[config.mk]
export PLATFORM = sky130hd
export DESIGN_NAME = flash_poll_engine
export DESIGN_NICKNAME = d
export VERILOG_FILES = /design/src/rtl/fpe_pkg.sv /design/src/rtl/fpe_status_eval.sv /design/src/rtl/fpe_poll_counter.sv /design/src/rtl/flash_poll_engine.sv
export SDC_FILE = /design/constraint.sdc
export NUM_CORES = 1
export LEC_CHECK = 0
export ABC_AREA = 1
export BUFFER_PORTS_ARGS = -buffer_cell sky130_fd_sc_hd__buf_2
export CAP_MARGIN = 20
export CORE_UTILIZATION = 45
export CTS_CLUSTER_SIZE = 10
export DETAILED_ROUTE_END_ITERATION = 6
export PLACE_DENSITY = 0.71
export SLEW_MARGIN = 30
export SYNTH_ARGS = -nofsm -noshare
export SYNTH_HDL_FRONTEND = slang
export SYNTH_SLANG_ARGS = --single-unit
[constraint.sdc]
create_clock -name clk -period 4.6 [get_ports clk]
set_input_delay 0.69 -clock clk [delete_from_list [all_inputs] [get_ports clk]]
set_output_delay 0.69 -clock clk [all_outputs]
set_load 0.03 [all_outputs]
[src/rtl/fpe_pkg.sv]
package fpe_pkg;
  typedef enum logic [1:0] {
    ST_IDLE = 2'd0,
    ST_REQ  = 2'd1,
    ST_WAIT = 2'd2
  } fpe_state_e;

  typedef enum logic {
    PH_POLL    = 1'b0,
    PH_CONFIRM = 1'b1
  } fpe_phase_e;
endpackage

[src/rtl/fpe_status_eval.sv]
module fpe_status_eval #(
  parameter int DATA_W   = 32,
  parameter int FLAG_BIT = 7
) (
  input  logic [DATA_W-1:0] rsp_word_i,
  input  logic [DATA_W-1:0] written_i,
  input  logic              erase_i,
  output logic              flag_ok_o,
  output logic              word_ok_o
);
  // erase completes when the flag reads 1; program when it equals the written bit
  logic ref_flag;
  assign ref_flag  = erase_i ? 1'b1 : written_i[FLAG_BIT];
  assign flag_ok_o = (rsp_word_i[FLAG_BIT] == ref_flag);
  assign word_ok_o = (rsp_word_i == written_i);
endmodule

[src/rtl/fpe_poll_counter.sv]
module fpe_poll_counter #(
  parameter int CNT_W = 16
) (
  input  logic             clk,
  input  logic             rst_n,
  input  logic             clear_i,
  input  logic             bump_i,
  input  logic [CNT_W-1:0] limit_i,
  output logic             last_o
);
  logic [CNT_W-1:0] cnt_q;
  logic [CNT_W:0]   next_cnt;

  assign next_cnt = {1'b0, cnt_q} + {{CNT_W{1'b0}}, 1'b1};
  // a zero limit still allows one polling read
  assign last_o   = next_cnt >= {1'b0, limit_i};

  always_ff @(posedge clk or negedge rst_n) begin
    if (!rst_n)       cnt_q <= '0;
    else if (clear_i) cnt_q <= '0;
    else if (bump_i)  cnt_q <= next_cnt[CNT_W-1:0];
  end
endmodule

[src/rtl/flash_poll_engine.sv]
module flash_poll_engine #(
  parameter int DATA_W   = 32,
  parameter int ADDR_W   = 20,
  parameter int CNT_W    = 16,
  parameter int FLAG_BIT = 7
) (
  input  logic              clk,
  input  logic              rst_n,
  input  logic              start_i,
  input  logic              op_erase_i,
  input  logic [ADDR_W-1:0] target_addr_i,
  input  logic [DATA_W-1:0] write_data_i,
  input  logic [CNT_W-1:0]  poll_limit_i,
  output logic              req_valid_o,
  input  logic              req_ready_i,
  output logic [ADDR_W-1:0] req_addr_o,
  input  logic              rsp_valid_i,
  output logic              rsp_ready_o,
  input  logic [DATA_W-1:0] rsp_data_i,
  output logic              busy_o,
  output logic              done_o,
  output logic              pass_o,
  output logic              timeout_o,
  output logic [DATA_W-1:0] final_data_o
);
  import fpe_pkg::*;

  fpe_state_e        state_q;
  fpe_phase_e        phase_q;
  logic              erase_q;
  logic [ADDR_W-1:0] addr_q;
  logic [DATA_W-1:0] wdata_q;
  logic [CNT_W-1:0]  limit_q;
  logic              done_q, pass_q, timeout_q;
  logic [DATA_W-1:0] final_q;

  logic take_start, rsp_fire, flag_ok, word_ok, miss, cnt_last;
  logic finish_ok, finish_to;

  assign take_start = (state_q == ST_IDLE) && start_i;
  assign rsp_fire   = (state_q == ST_WAIT) && rsp_valid_i;
  assign miss       = rsp_fire && !flag_ok;
  assign finish_ok  = rsp_fire && flag_ok && (phase_q == PH_CONFIRM);
  assign finish_to  = miss && cnt_last;

  fpe_status_eval #(.DATA_W(DATA_W), .FLAG_BIT(FLAG_BIT)) u_eval (
    .rsp_word_i (rsp_data_i),
    .written_i  (wdata_q),
    .erase_i    (erase_q),
    .flag_ok_o  (flag_ok),
    .word_ok_o  (word_ok)
  );

  fpe_poll_counter #(.CNT_W(CNT_W)) u_cnt (
    .clk     (clk),
    .rst_n   (rst_n),
    .clear_i (take_start),
    .bump_i  (miss),
    .limit_i (limit_q),
    .last_o  (cnt_last)
  );

  always_ff @(posedge clk or negedge rst_n) begin
    if (!rst_n) begin
      state_q <= ST_IDLE;
      phase_q <= PH_POLL;
      erase_q <= 1'b0;
      addr_q  <= '0;
      wdata_q <= '0;
      limit_q <= '0;
    end else begin
      unique case (state_q)
        ST_IDLE: if (start_i) begin
          erase_q <= op_erase_i;
          addr_q  <= target_addr_i;
          wdata_q <= write_data_i;
          limit_q <= poll_limit_i;
          phase_q <= PH_POLL;
          state_q <= ST_REQ;
        end
        ST_REQ: if (req_ready_i) state_q <= ST_WAIT;
        ST_WAIT: if (rsp_valid_i) begin
          if (finish_ok || finish_to) begin
            state_q <= ST_IDLE;
          end else begin
            state_q <= ST_REQ;
            phase_q <= (flag_ok && phase_q == PH_POLL) ? PH_CONFIRM : PH_POLL;
          end
        end
        default: state_q <= ST_IDLE;
      endcase
    end
  end

  always_ff @(posedge clk or negedge rst_n) begin
    if (!rst_n) begin
      done_q    <= 1'b0;
      pass_q    <= 1'b0;
      timeout_q <= 1'b0;
      final_q   <= '0;
    end else begin
      done_q <= finish_ok || finish_to;
      if (take_start) begin
        pass_q    <= 1'b0;
        timeout_q <= 1'b0;
      end
      if (finish_ok) pass_q    <= erase_q || word_ok;
      if (finish_to) timeout_q <= 1'b1;
      if (finish_ok || finish_to) final_q <= rsp_data_i;
    end
  end

  assign req_valid_o  = (state_q == ST_REQ);
  assign req_addr_o   = addr_q;
  assign rsp_ready_o  = (state_q == ST_WAIT);
  assign busy_o       = (state_q != ST_IDLE);
  assign done_o       = done_q;
  assign pass_o       = pass_q;
  assign timeout_o    = timeout_q;
  assign final_data_o = final_q;
endmodule

# --- After elaboration in Yosys (flattened, before gate mapping) ---
# Index checks and enable logic that the tools add are counted.
word_totals:
  register_bits: 123
  input_bits: 106
  output_inout_bits: 58
  elab_cells: 57
op_classes:
  n_addsub: 1
  n_lt_le_gt_ge: 1
  eq_ne: 8
  muxes: 16
  bitwise_logic: 1
  n_reduce_logical: 19
ops:
  columns: ["op", "n"]
  rows:
  - ["equality test 32 bit", 1]
  - ["2-to-1 mux 16 bit", 2]
  - ["adder 16 x 1 -> 17 bit, second input constant", 1]
  - [">= comparator 17 x 16 -> 1 bit", 1]
  - ["nonzero test 2 bit", 5]
  - ["2-to-1 mux 1 bit", 9]
  - ["logical AND 1 bit", 7]
  - ["2-to-1 mux 2 bit", 3]
  - ["inequality test 2 bit, second input constant", 3]
  - ["one-hot mux 2 bit (3 select lines)", 1]
  - ["AND reduction 4 bit", 1]
  - ["AND reduction 3 bit", 1]
  - ["equality test 2 x 1 -> 1 bit, second input constant", 1]
  - ["equality test 2 bit, second input constant", 1]
  - ["logical NOT 2 bit", 1]
  - ["logical OR 1 bit", 2]
  - ["inequality test 2 x 1 -> 1 bit, second input constant", 1]
  - ["one-hot mux 1 bit (2 select lines)", 1]
  - ["AND reduction 2 bit", 1]
  - ["equality test 1 bit", 1]
  - ["logical NOT 1 bit", 1]
  - ["inverter 1 bit", 1]

# --- Longest topological paths before layout ---
# Gate-level depths: netlist of run 1.
logic_depth:
  ltp_word: 9
  depth_mapped: 22
  ltp_nobuf: 21

# --- Hierarchy ---
# Synthesis of run 1 repeated with hierarchy kept, for this count alone.
hier_totals:
  cells_unflattened: 838
  area_unflattened_um2: 6221.0
by_module_without_submodules:
  columns: ["mod", "instances", "cells_each", "area_per_inst_um2", "seq_area_each_um2"]
  rows:
  - ["flash_poll_engine", 1, 470, 4140.2, 2677.6]
  - ["fpe_poll_counter", 1, 196, 1418.9, 400.4]
  - ["fpe_status_eval", 1, 172, 661.9, 0.0]

# --- Least setup slack after synthesis of run 1 ---
# Ideal clock, no wire load.
synth_path:
  path_kind: "register to register"
  from: "register u_cnt.cnt_q[0]"
  to: "register final_q[10], in the netlist final_data_o[10]"
  setup_time_ns: 0.117
  t_arrival_ns: 2.551
  required_time_ns: 4.483
  path_slack_ns: 1.932
  stages_incl_launch_ff: 23
  n_path_buf: 1
  synth_period_minus_slack_ns: 2.668
  cell_sequence: "dfrtp_1 ha_1 nand2_1 nor2_4 nand4_1 nor2_1 nand3_1 xor2_1 inv_1 ha_1 nand2_1 nand2_1 nand2_1 nand2_1 nor2_1 nand2_1 nor2_1 nand2_1 a21oi_4 inv_2 buf_4 nand2_1 nand2_1"
synth_via:
  elab_chain_cells: 4
synth_lines:
  columns: ["element", "line_no", "text"]
  rows:
  - ["from (decl)", "fpe_poll_counter.sv:11", "logic [CNT_W-1:0] cnt_q;"]
  - ["from (signal assigned)", "fpe_poll_counter.sv:21", "else if (bump_i) cnt_q <= next_cnt[CNT_W-1:0];"]
  - ["adder 16 x 1 -> 17 bit", "fpe_poll_counter.sv:14", "assign next_cnt = {1'b0, cnt_q} + {{CNT_W{1'b0}}, 1'b1};"]
  - [">= comparator 17 x 16 -> 1 bit", "fpe_poll_counter.sv:16", "assign last_o = next_cnt >= {1'b0, limit_i};"]
  - ["logical AND 1 bit", "flash_poll_engine.sv:44", "assign finish_to = miss && cnt_last;"]
  - ["logical OR 1 bit", "flash_poll_engine.sv:109", "if (finish_ok || finish_to) final_q <= rsp_data_i;"]
  - ["to (signal assigned)", "flash_poll_engine.sv:109", null]
  - ["to (decl)", "flash_poll_engine.sv:35", "logic [DATA_W-1:0] final_q;"]
# Every way passes these cells.
# A chain may end at the register's enable or synchronous reset.

# --- Final worst setup path of run 1 ---
layout_path:
  from: "register u_cnt.cnt_q[0]"
  to: "register final_q[8], in the netlist final_data_o[8]"
# Same word-level chain as after synthesis.

==> impl_metrics.ini, run 1 <==
[place]
hpwl_um = 9640
port_buffers = 163
pre_cts_slack_ns = 1.28
gp_congestion = 0.834
placed_area_mm2 = 0.00679

[timing]
tightest_slew_ns = 0.806
layout_setup_ws_ns = 1.28
final-setup-viol-count = 0
maxSlewViolCount = 0
setup-tns-final_ns = 0
min_period_ns = 3.32
relSlewSlack_pct = 46.3
fin_worst_skew_ns = 0.00502
rsz0062_at_grt = no
fmax_ghz = 0.301
fin_crit_sh_pct = 72.2
hold_viol_final = 0

[global_route]
grt_max_degree = 86
grt_pass1_vias = 4571
track_usage_pct = 21.5
grt_pass1_wl_um = 21900
gr-total-overflow = 0
antenna_found_initial = 0

[final_layout]
final_area_mm2 = 0.00741
synthToLayoutAreaGrowth_pct = 27.5
num_antenna_cells = 0
fin_nets = 991
finalCoreUtilization_pct = 58.7
drive_above_1_share_pct = 24.4
fill_cells = 1163

[yosys]
synthCells = 703
syn_area_per_cell_um2 = 8.27
ys.warnings.count = 0
syn_area_mm2 = 0.00581
synth-seq-cells = 123
synth_nets = 826
ys_types = 30
ys_seq_area_share_pct = 52.9

[die]
dieArea_mm2 = 0.0134
rows = 41
io_pins = 164
die_height_um = 116
core_mm2 = 0.0126
die_w_um = 116
initial_core_util_pct = 46.1

[critical_path]
crit_path_top_delay_cell = dfrtp_1
r2r_end = final_data_o[8]
cp.arrival_ns = 3.62
worstPathRequired_ns = 4.90
critPathKind = register to register
reg2regPathDepth = 21
critPathLaunchType = register
path_buf_inv = 2
crit_path_frequent_cell = nand2_1
critPathCaptureType = register
reg2reg_from = u_cnt.cnt_q[0]
max_stage_delay_ns = 0.40
cp_top_family = simple AND/OR/NAND/NOR gates
path_max_fanout = 27
crit_chain = ha_1 > nand2_1 > nor2_4 > nand4_1 > nor2_1 > nand3_1 > xor2_1 > inv_1 > ha_1 > nand2_1 > nand2_1 > nand2_1 > nand2_1 > nor2_1 > nand2_1 > nor2_1 > nand2_1 > a21oi_4 > inv_2 > nand2_1 > nand2_1
reg2reg_slack_ns = 1.28

[clock_tree]
cts_made_buffers = 17
clock_latency_ns = 0.42
cts_tree = done
cts_setup_buffers = 0
htreeDepth = 4
path_clk_slew_ns = 0.05
clock_sinks = 123
cts.path.max_buffers = 2
cts-root-buf = clkbuf_16
cts_resized = 0
cts_hold_buffers = 0

[detailed_routing]
antenna_left = 0
drcViolationCount = 0
drt_first_pass_iters = 4
wire_per_inst_um = 13.0
drtIter0Drc = 314
routed_via_density = 4.62
vias = 4868
wl_um = 13700

[power]
total_power_mw = 4.46
powerDensity_mw_per_mm2 = 602
leakage_nw = 4.24
ir_drop_mv = 0.315

[run]
max-cap-violations = 0

[min_path]
hold_class = input port to asynchronous set/reset pin

[status]
status = finished clean
synthesized netlist by cell type:
master / count / area share (%)
nand2_1: 323 / 21
o31ai_1: 2 / 0.26
mux2i_1: 1 / 0.17
inv_1: 64 / 4.1
nor3b_1: 1 / 0.13
a21oi_4: 1 / 0.28
nor4_1: 4 / 0.43
xor2_1: 33 / 5.0
inv_2: 4 / 0.26
nor2_2: 1 / 0.11
buf_4: 2 / 0.26
xnor2_1: 5 / 0.75
buf_2: 2 / 0.17
o21ai_0: 29 / 2.5
nand3_1: 13 / 1.1
o22ai_1: 9 / 0.97
or2_2: 3 / 0.32
nand2_2: 2 / 0.22
nor2_1: 23 / 1.5
clkbuf_1: 14 / 0.90
a21o_1: 1 / 0.13
buf_6: 2 / 0.39
buf_1: 2 / 0.13
a22o_1: 2 / 0.30
nor2_4: 3 / 0.58
dfrtp_1: 123 / 53
ha_1: 17 / 3.7
nor3_1: 6 / 0.52
nand4_1: 6 / 0.65
a21oi_1: 5 / 0.43
per-stage QoR:
stage,std cells,hold WS (ns)
global route,1053,0.367
finish,1053,0.308
CTS,1053,0.345
global placement,1021,0.450
floorplan,703,0.394
detailed placement,1021,0.453
kinds of logic after synthesis:
logic type / Yosys count / share of synthesized area (%)
adder cells (fa/ha/maj): 17 / 3.66
buffers and inverters: 90 / 6.24
XOR/XNOR: 38 / 5.72
flip-flops: 123 / 52.9
AND/OR/NAND/NOR: 385 / 26.4
multiplexers: 1 / 0.172
AO/OA/AOI/OAI: 49 / 4.86
cell usage in the layout (no fill, tap or decap), types with 2 or more instances in the layout:
cell	n
inv_1	63
nor4_1	4
nor3_1	6
buf_2	162
nor2_4	4
clkbuf_16	17
xnor2_1	5
bufinv_16	3
ha_1	17
a21oi_1	5
nand2_2	2
clkinv_2	2
nor2_1	22
dfrtp_1	123
o21ai_0	29
inv_2	5
a22o_1	2
nand3_1	13
xor2_1	33
clkinvlp_4	4
nand2_1	323
nand4_1	6
o31ai_1	2
clkbuf_8	4
o22ai_1	9
or2_2	3
buf_4	5
report_power, final:
part	internal, mW	leakage (nW)	switching, mW
Sequential	1.44	1.60	0.198
Combinational	0.464	2.35	0.976
Clock	0.907	0.294	0.475
sequential cells by signal, indices dropped and copies added, names as in the netlist:
signal / flops
pass_o: 1
wdata_q: 32
state_q: 2
timeout_o: 1
done_o: 1
u_cnt.cnt_q: 16
phase_q: 1
erase_q: 1
req_addr_o: 20
limit_q: 16
final_data_o: 32
how the worst max path moves through the flow:
stage | from | to | slack (ns) | cells past startpoint
2_1_floorplan | u_cnt.cnt_q[0] | final_data_o[10] | 1.93 | 22
6_report | u_cnt.cnt_q[0] | final_data_o[8] | 1.28 | 21
5_1_grt | u_cnt.cnt_q[0] | final_data_o[27] | 0.86 | 18
3_5_place_dp | u_cnt.cnt_q[0] | final_data_o[15] | 1.28 | 19
4_1_cts | u_cnt.cnt_q[0] | final_data_o[15] | 1.26 | 19
3_3_place_gp | u_cnt.cnt_q[0] | final_data_o[18] | 1.32 | 21
metal layers:
metal	wire length (µm)	track usage [%]	vias up
li1	-	-	2499
met1	6370	28.5	2203
met2	6180	34.0	147
met3	880	5.65	19
met4	278	8.46	0
met5	0	0	-
final cells by class:
type                       instances  area, µm²  share of cell area [%]
inverter                          68        255                    3.44
timing repair buffer             168        860                    11.6
clock inverter                    10        139                    1.87
sequential                       123       3080                    41.5
clock buffer                      22        484                    6.53
multi-input combinational        490       2380                    32.1
tap                              172        215                    2.90
Power figures use the tool's default switching activity.
==> run 2, diff against run 1 <==
- clock period: 4.6 -> 3.15 ns (I/O delays scaled with it)
==> impl_metrics.ini, run 2 (same netlist as run 1, synthesis figures left out) <==
[place]
dp.cells = 1022
port_buffers = 163
hpwl_um = 9660
placed_area_mm2 = 0.00681
gp_congestion = 0.795

[timing]
whs_ns = 0.0126
fin_worst_skew_ns = 0.00656
fin_crit_sh_pct = 96.1
relSlewSlack_pct = 43.9
final-setup-viol-count = 0
tightest_slew_ns = 0.841
maxSlewViolCount = 0
fmax_ghz = 0.330
hold_viol_final = 0
min_period_ns = 3.03
rsz0062_at_grt = yes

[final_layout]
fin_nets = 997
drive_above_1_share_pct = 26.7
final_common_cell = nand2_1
num_antenna_cells = 0
layout_common_cells = 308 x nand2_1, 162 x buf_2, 123 x dfrtp_1
synthToLayoutAreaGrowth_pct = 30.6
final_area_mm2 = 0.00760
fill_cells = 1150
final_cells = 1058

[min_path]
hold_class = input port to asynchronous set/reset pin

[global_route]
grt_max_degree = 90
grt_pass1_wl_um = 22300
gr-total-overflow = 0
grt_pass1_vias = 4533
track_usage_pct = 21.9
antenna_found_initial = 0

[detailed_routing]
drtIter0Drc = 375
antenna_left = 0
drcViolationCount = 0
wl_um = 14300
wire_per_inst_um = 13.5
vias = 5047
drt_first_pass_iters = 4
routed_via_density = 4.77

[critical_path]
path_max_fanout = 10
max_stage_delay_ns = 0.40
cp.arrival_ns = 3.33
reg2regPathDepth = 20
crit_path_top_delay_cell = dfrtp_1
crit_chain = ha_2 > nand2_2 > nor2_4 > nand4_1 > nor2_1 > nand3_1 > xor2_1 > inv_1 > ha_4 > nand3_1 > nor2_1 > nand3_1 > nand2_1 > nor2_2 > nand2_2 > a21oi_4 > buf_12 > clkbuf_16 > nand2_1 > nand2_1
critical_path.startpoint = u_cnt.cnt_q[0]
reg2reg_slack_ns = 0.12
reg2reg_from = u_cnt.cnt_q[0]
r2r_end = final_data_o[21]
critPathCaptureType = register
critPathKind = register to register
path_buf_inv = 3
cp_top_family = simple AND/OR/NAND/NOR gates
critPathLaunchType = register
worstPathRequired_ns = 3.45

[status]
status = finished clean

[run]
max-cap-violations = 0

[power]
leakage_nw = 4.31
powerDensity_mw_per_mm2 = 860
ir_drop_mv = 0.518

[die]
dieArea_mm2 = 0.0134
die_w_um = 116
core_mm2 = 0.0126
io_pins = 164
initial_core_util_pct = 46.1
die_height_um = 116
rows = 41

[clock_tree]
cts-root-buf = clkbuf_16
clock_latency_ns = 0.42
path_clk_slew_ns = 0.05
cts_hold_buffers = 0
cts.path.max_buffers = 2
clock_sinks = 123
cts_tree = done
htreeDepth = 4
cts_made_buffers = 17
[run 2: changes by cell type in the layout (fill, tap and decap cells not counted), moves of 2 or more]
cell,change
buf_12,+4
nand2_1,-15
o21ai_1,+5
clkbuf_8,+3
ha_1,-2
clkbuf_16,+2
nand2_2,+15
clkinvlp_4,-2
o21ai_0,-5
[run 2: what timing repair did]
item                       4_1_cts  5_1_grt
gates resized for setup          0       37
setup endpoints to repair        0       34
buffers inserted                 0        3
[run 2: how the worst max path moves through the flow]
stage / end / slack (ns) / cells past startpoint
finish: final_data_o[21] / 0.12 / 20
global route: final_data_o[21] / -0.14 / 17
CTS: final_data_o[28] / 0.02 / 19
detailed placement: final_data_o[21] / 0.07 / 19
global placement: phase_q / 0.18 / 21
floorplan: final_data_o[10] / 0.48 / 22
[run 2: area by class of cell]
| type | instances | area (µm²) | area share (%) |
|---|---|---|---|
| well taps | 172 | 215 | 2.83 |
| multi-input cells | 490 | 2440 | 32.1 |
| clock buffers | 26 | 529 | 6.97 |
| flip-flops and latches | 123 | 3080 | 40.5 |
| inverters | 68 | 268 | 3.52 |
| repair buffers | 174 | 990 | 13.0 |
| clock inverters | 5 | 80.1 | 1.05 |
[run 2: per-layer routing]
layer  part of all wire (%)  up-vias  global-route usage [%]
met5                      0        -                       0
met4                    1.6        0                    8.03
met3                    7.2       19                    6.33
met2                     47      180                    32.9
met1                     44     2328                    30.2
li1                       -     2520                       -
[run 2: worst reg2reg max path, delay by kind of cell (launching register included)]
kind,cells,cell delay (ns)
compound gates,1,0.07
xor+xnor,1,0.20
flops,1,0.40
simple gates,13,1.31
fa+ha+maj,2,0.51
buf+inv,3,0.43
[run 2: power by group]
group	total [mW]	switching (mW)	leakage [nW]	internal, mW
combinational	2.15	1.44	2.42	0.703
sequential	2.41	0.302	1.60	2.11
clock	1.98	0.670	0.295	1.31
[run 2: through the flow]
stage	setup TNS (ns)	power, mW	utilization, %	worst slack, ns
finish	0	6.53	60.2	0.122
CTS	0	6.54	58.8	0.0183
floorplan	0	3.88	-	0.482
global route	-3.43	6.99	60.2	-0.141
global placement	0	4.50	53.9	0.179
detailed placement	0	4.53	53.9	0.0746
==> run 3, diff against run 2 <==
- CTS_BUF_LIST: not set -> sky130_fd_sc_hd__clkbuf_8
- RECOVER_POWER: not set -> 25
==> impl_metrics.ini, run 3 (same netlist as run 1, synthesis figures left out) <==
[status]
violations = capacitance limit, slew limit
status = finished with violations

[final_layout]
fill_cells = 1169
drive_above_1_share_pct = 25.1
layout_common_cells = 314 x nand2_1, 151 x buf_2, 123 x dfrtp_1
num_antenna_cells = 0
synthToLayoutAreaGrowth_pct = 27.8
final_common_cell = nand2_1
final_area_mm2 = 0.00743
fin_nets = 1000
finalCoreUtilization_pct = 58.9

[detailed_routing]
drcViolationCount = 0
wire_per_inst_um = 13.5
vias = 5018
drtIter0Drc = 345
drt_first_pass_iters = 5
wl_um = 14300
routed_via_density = 4.73
antenna_left = 0

[clock_tree]
cts-root-buf = clkbuf_8
path_clk_slew_ns = 0.07
cts.path.max_buffers = 2
clock_latency_ns = 0.43
cts_made_buffers = 17
clock_sinks = 123
htreeDepth = 4
cts_tree = done

[critical_path]
max_stage_delay_ns = 0.40
critPathLaunchType = register
crit_path_top_delay_cell = dfrtp_1
cp.arrival_ns = 3.35
path_max_fanout = 8
crit_path_frequent_cell = nand2_2
worstPathRequired_ns = 3.47
critPathKind = register to register
critPathCaptureType = register
crit_chain = ha_2 > nand2_2 > nor2_4 > nand4_1 > nor2_1 > nand3_1 > xor2_1 > inv_1 > ha_4 > nand3_1 > nor3_1 > nor2_2 > nand2_2 > a21oi_4 > buf_12 > clkbuf_16 > nand2_2 > nand2_2

[place]
gp_congestion = 0.795
hpwl_um = 9660
placed_area_mm2 = 0.00681
port_buffers = 163

[timing]
maxSlewViolCount = 35
fin_crit_sh_pct = 96.1
rsz0062_at_grt = yes
tightest_slew_ns = 1.96
relSlewSlack_pct = -30.7
hold_viol_final = 0
final-setup-viol-count = 0
fin_worst_skew_ns = 0.00730
fmax_ghz = 0.330
min_period_ns = 3.03

[die]
initial_core_util_pct = 46.1
die_height_um = 116
core_mm2 = 0.0126
rows = 41
die_w_um = 116
io_pins = 164
dieArea_mm2 = 0.0134

[power]
ir_drop_mv = 0.506
leakage_nw = 4.21
total_power_mw = 5.98
powerDensity_mw_per_mm2 = 805

[global_route]
grt_pass1_vias = 4495
gr-total-overflow = 0
antenna_found_initial = 0
grt_pass1_wl_um = 22100
track_usage_pct = 21.6
grt_max_degree = 90

[run]
max-cap-violations = 1

[min_path]
hold_class = input port to register
run 3: cell count changes in the layout (fill, tap and decap cells not counted), moves of 2 or more:
cell and delta:
clkbuf_8 +17, clkbuf_16 -16, buf_2 -11, clkbuf_1 +10, nand2_1 +6, nand2_2 -6, inv_1 +2
run 3: layer usage:
metal  share of wire [%]  up-vias  global-route usage (%)
met1                  46     2300                    30.0
li1                    -     2525                       -
met4                 1.7        0                    7.95
met5                   0        -                       0
met3                 6.5       23                    5.33
met2                  46      170                    32.9
run 3: area by class of cell:
type | count | area (µm²) | share of cell area, %
clock buffer | 24 | 330 | 4.45
clock inverter | 7 | 87.6 | 1.18
multi-input combinational | 490 | 2430 | 32.7
inverter | 68 | 272 | 3.65
timing repair buffer | 177 | 1020 | 13.7
sequential | 123 | 3080 | 41.4
tap | 172 | 215 | 2.90
run 3: critical path, delay by kind of cell (launching register included):
family	cells	cell delay, ns
buffers and inverters	3	0.43
AOI/OAI and AO/OA	1	0.07
xor gates and xnor gates	1	0.19
DFF	1	0.40
and+or+nand+nor	11	1.31
adders and majority gates	2	0.50
run 3: final timing paths:
path | cells past startpoint | from | to | slack [ns]
setup / recovery | 18 | u_cnt.cnt_q[0] | final_data_o[21] | 0.12
hold / removal | 3 | write_data_i[7] | wdata_q[7] | 0.24
setup reg to reg | 18 | u_cnt.cnt_q[0] | final_data_o[21] | 0.12
hold reg to reg | 2 | req_addr_o[3] | req_addr_o[3] | 0.47
max in group asynchronous | 3 | rst_n | final_data_o[5] | 0.74
min in group asynchronous | 2 | rst_n | wdata_q[24] | 1.13
run 3: what timing repair did:
item	in CTS	in global routing
resized for setup	0	33
endpoints found under the hold margin	34	0
endpoints found under the setup margin	0	34
setup buffers	0	3
hold buffers	1	0
run 3: per-stage QoR:
stage / worst slack, ns / TNS [ns] / hold WS [ns] / cells
global placement: 0.179 / 0 / 0.451 / 1022
CTS: 0.0422 / 0 / 0.208 / 1054
finish: 0.122 / 0 / 0.240 / 1061
global route: -0.0722 / -1.38 / 0.220 / 1061
floorplan: 0.482 / 0 / 0.177 / 703
detailed placement: 0.0746 / 0 / 0.456 / 1022
run 3: power breakdown:
group / total [mW] / internal [mW] / switching (mW)
Clock: 1.44 / 0.841 / 0.598
Combinational: 2.13 / 0.691 / 1.44
Sequential: 2.41 / 2.11 / 0.300
Total: 5.98 / 3.64 / 2.34
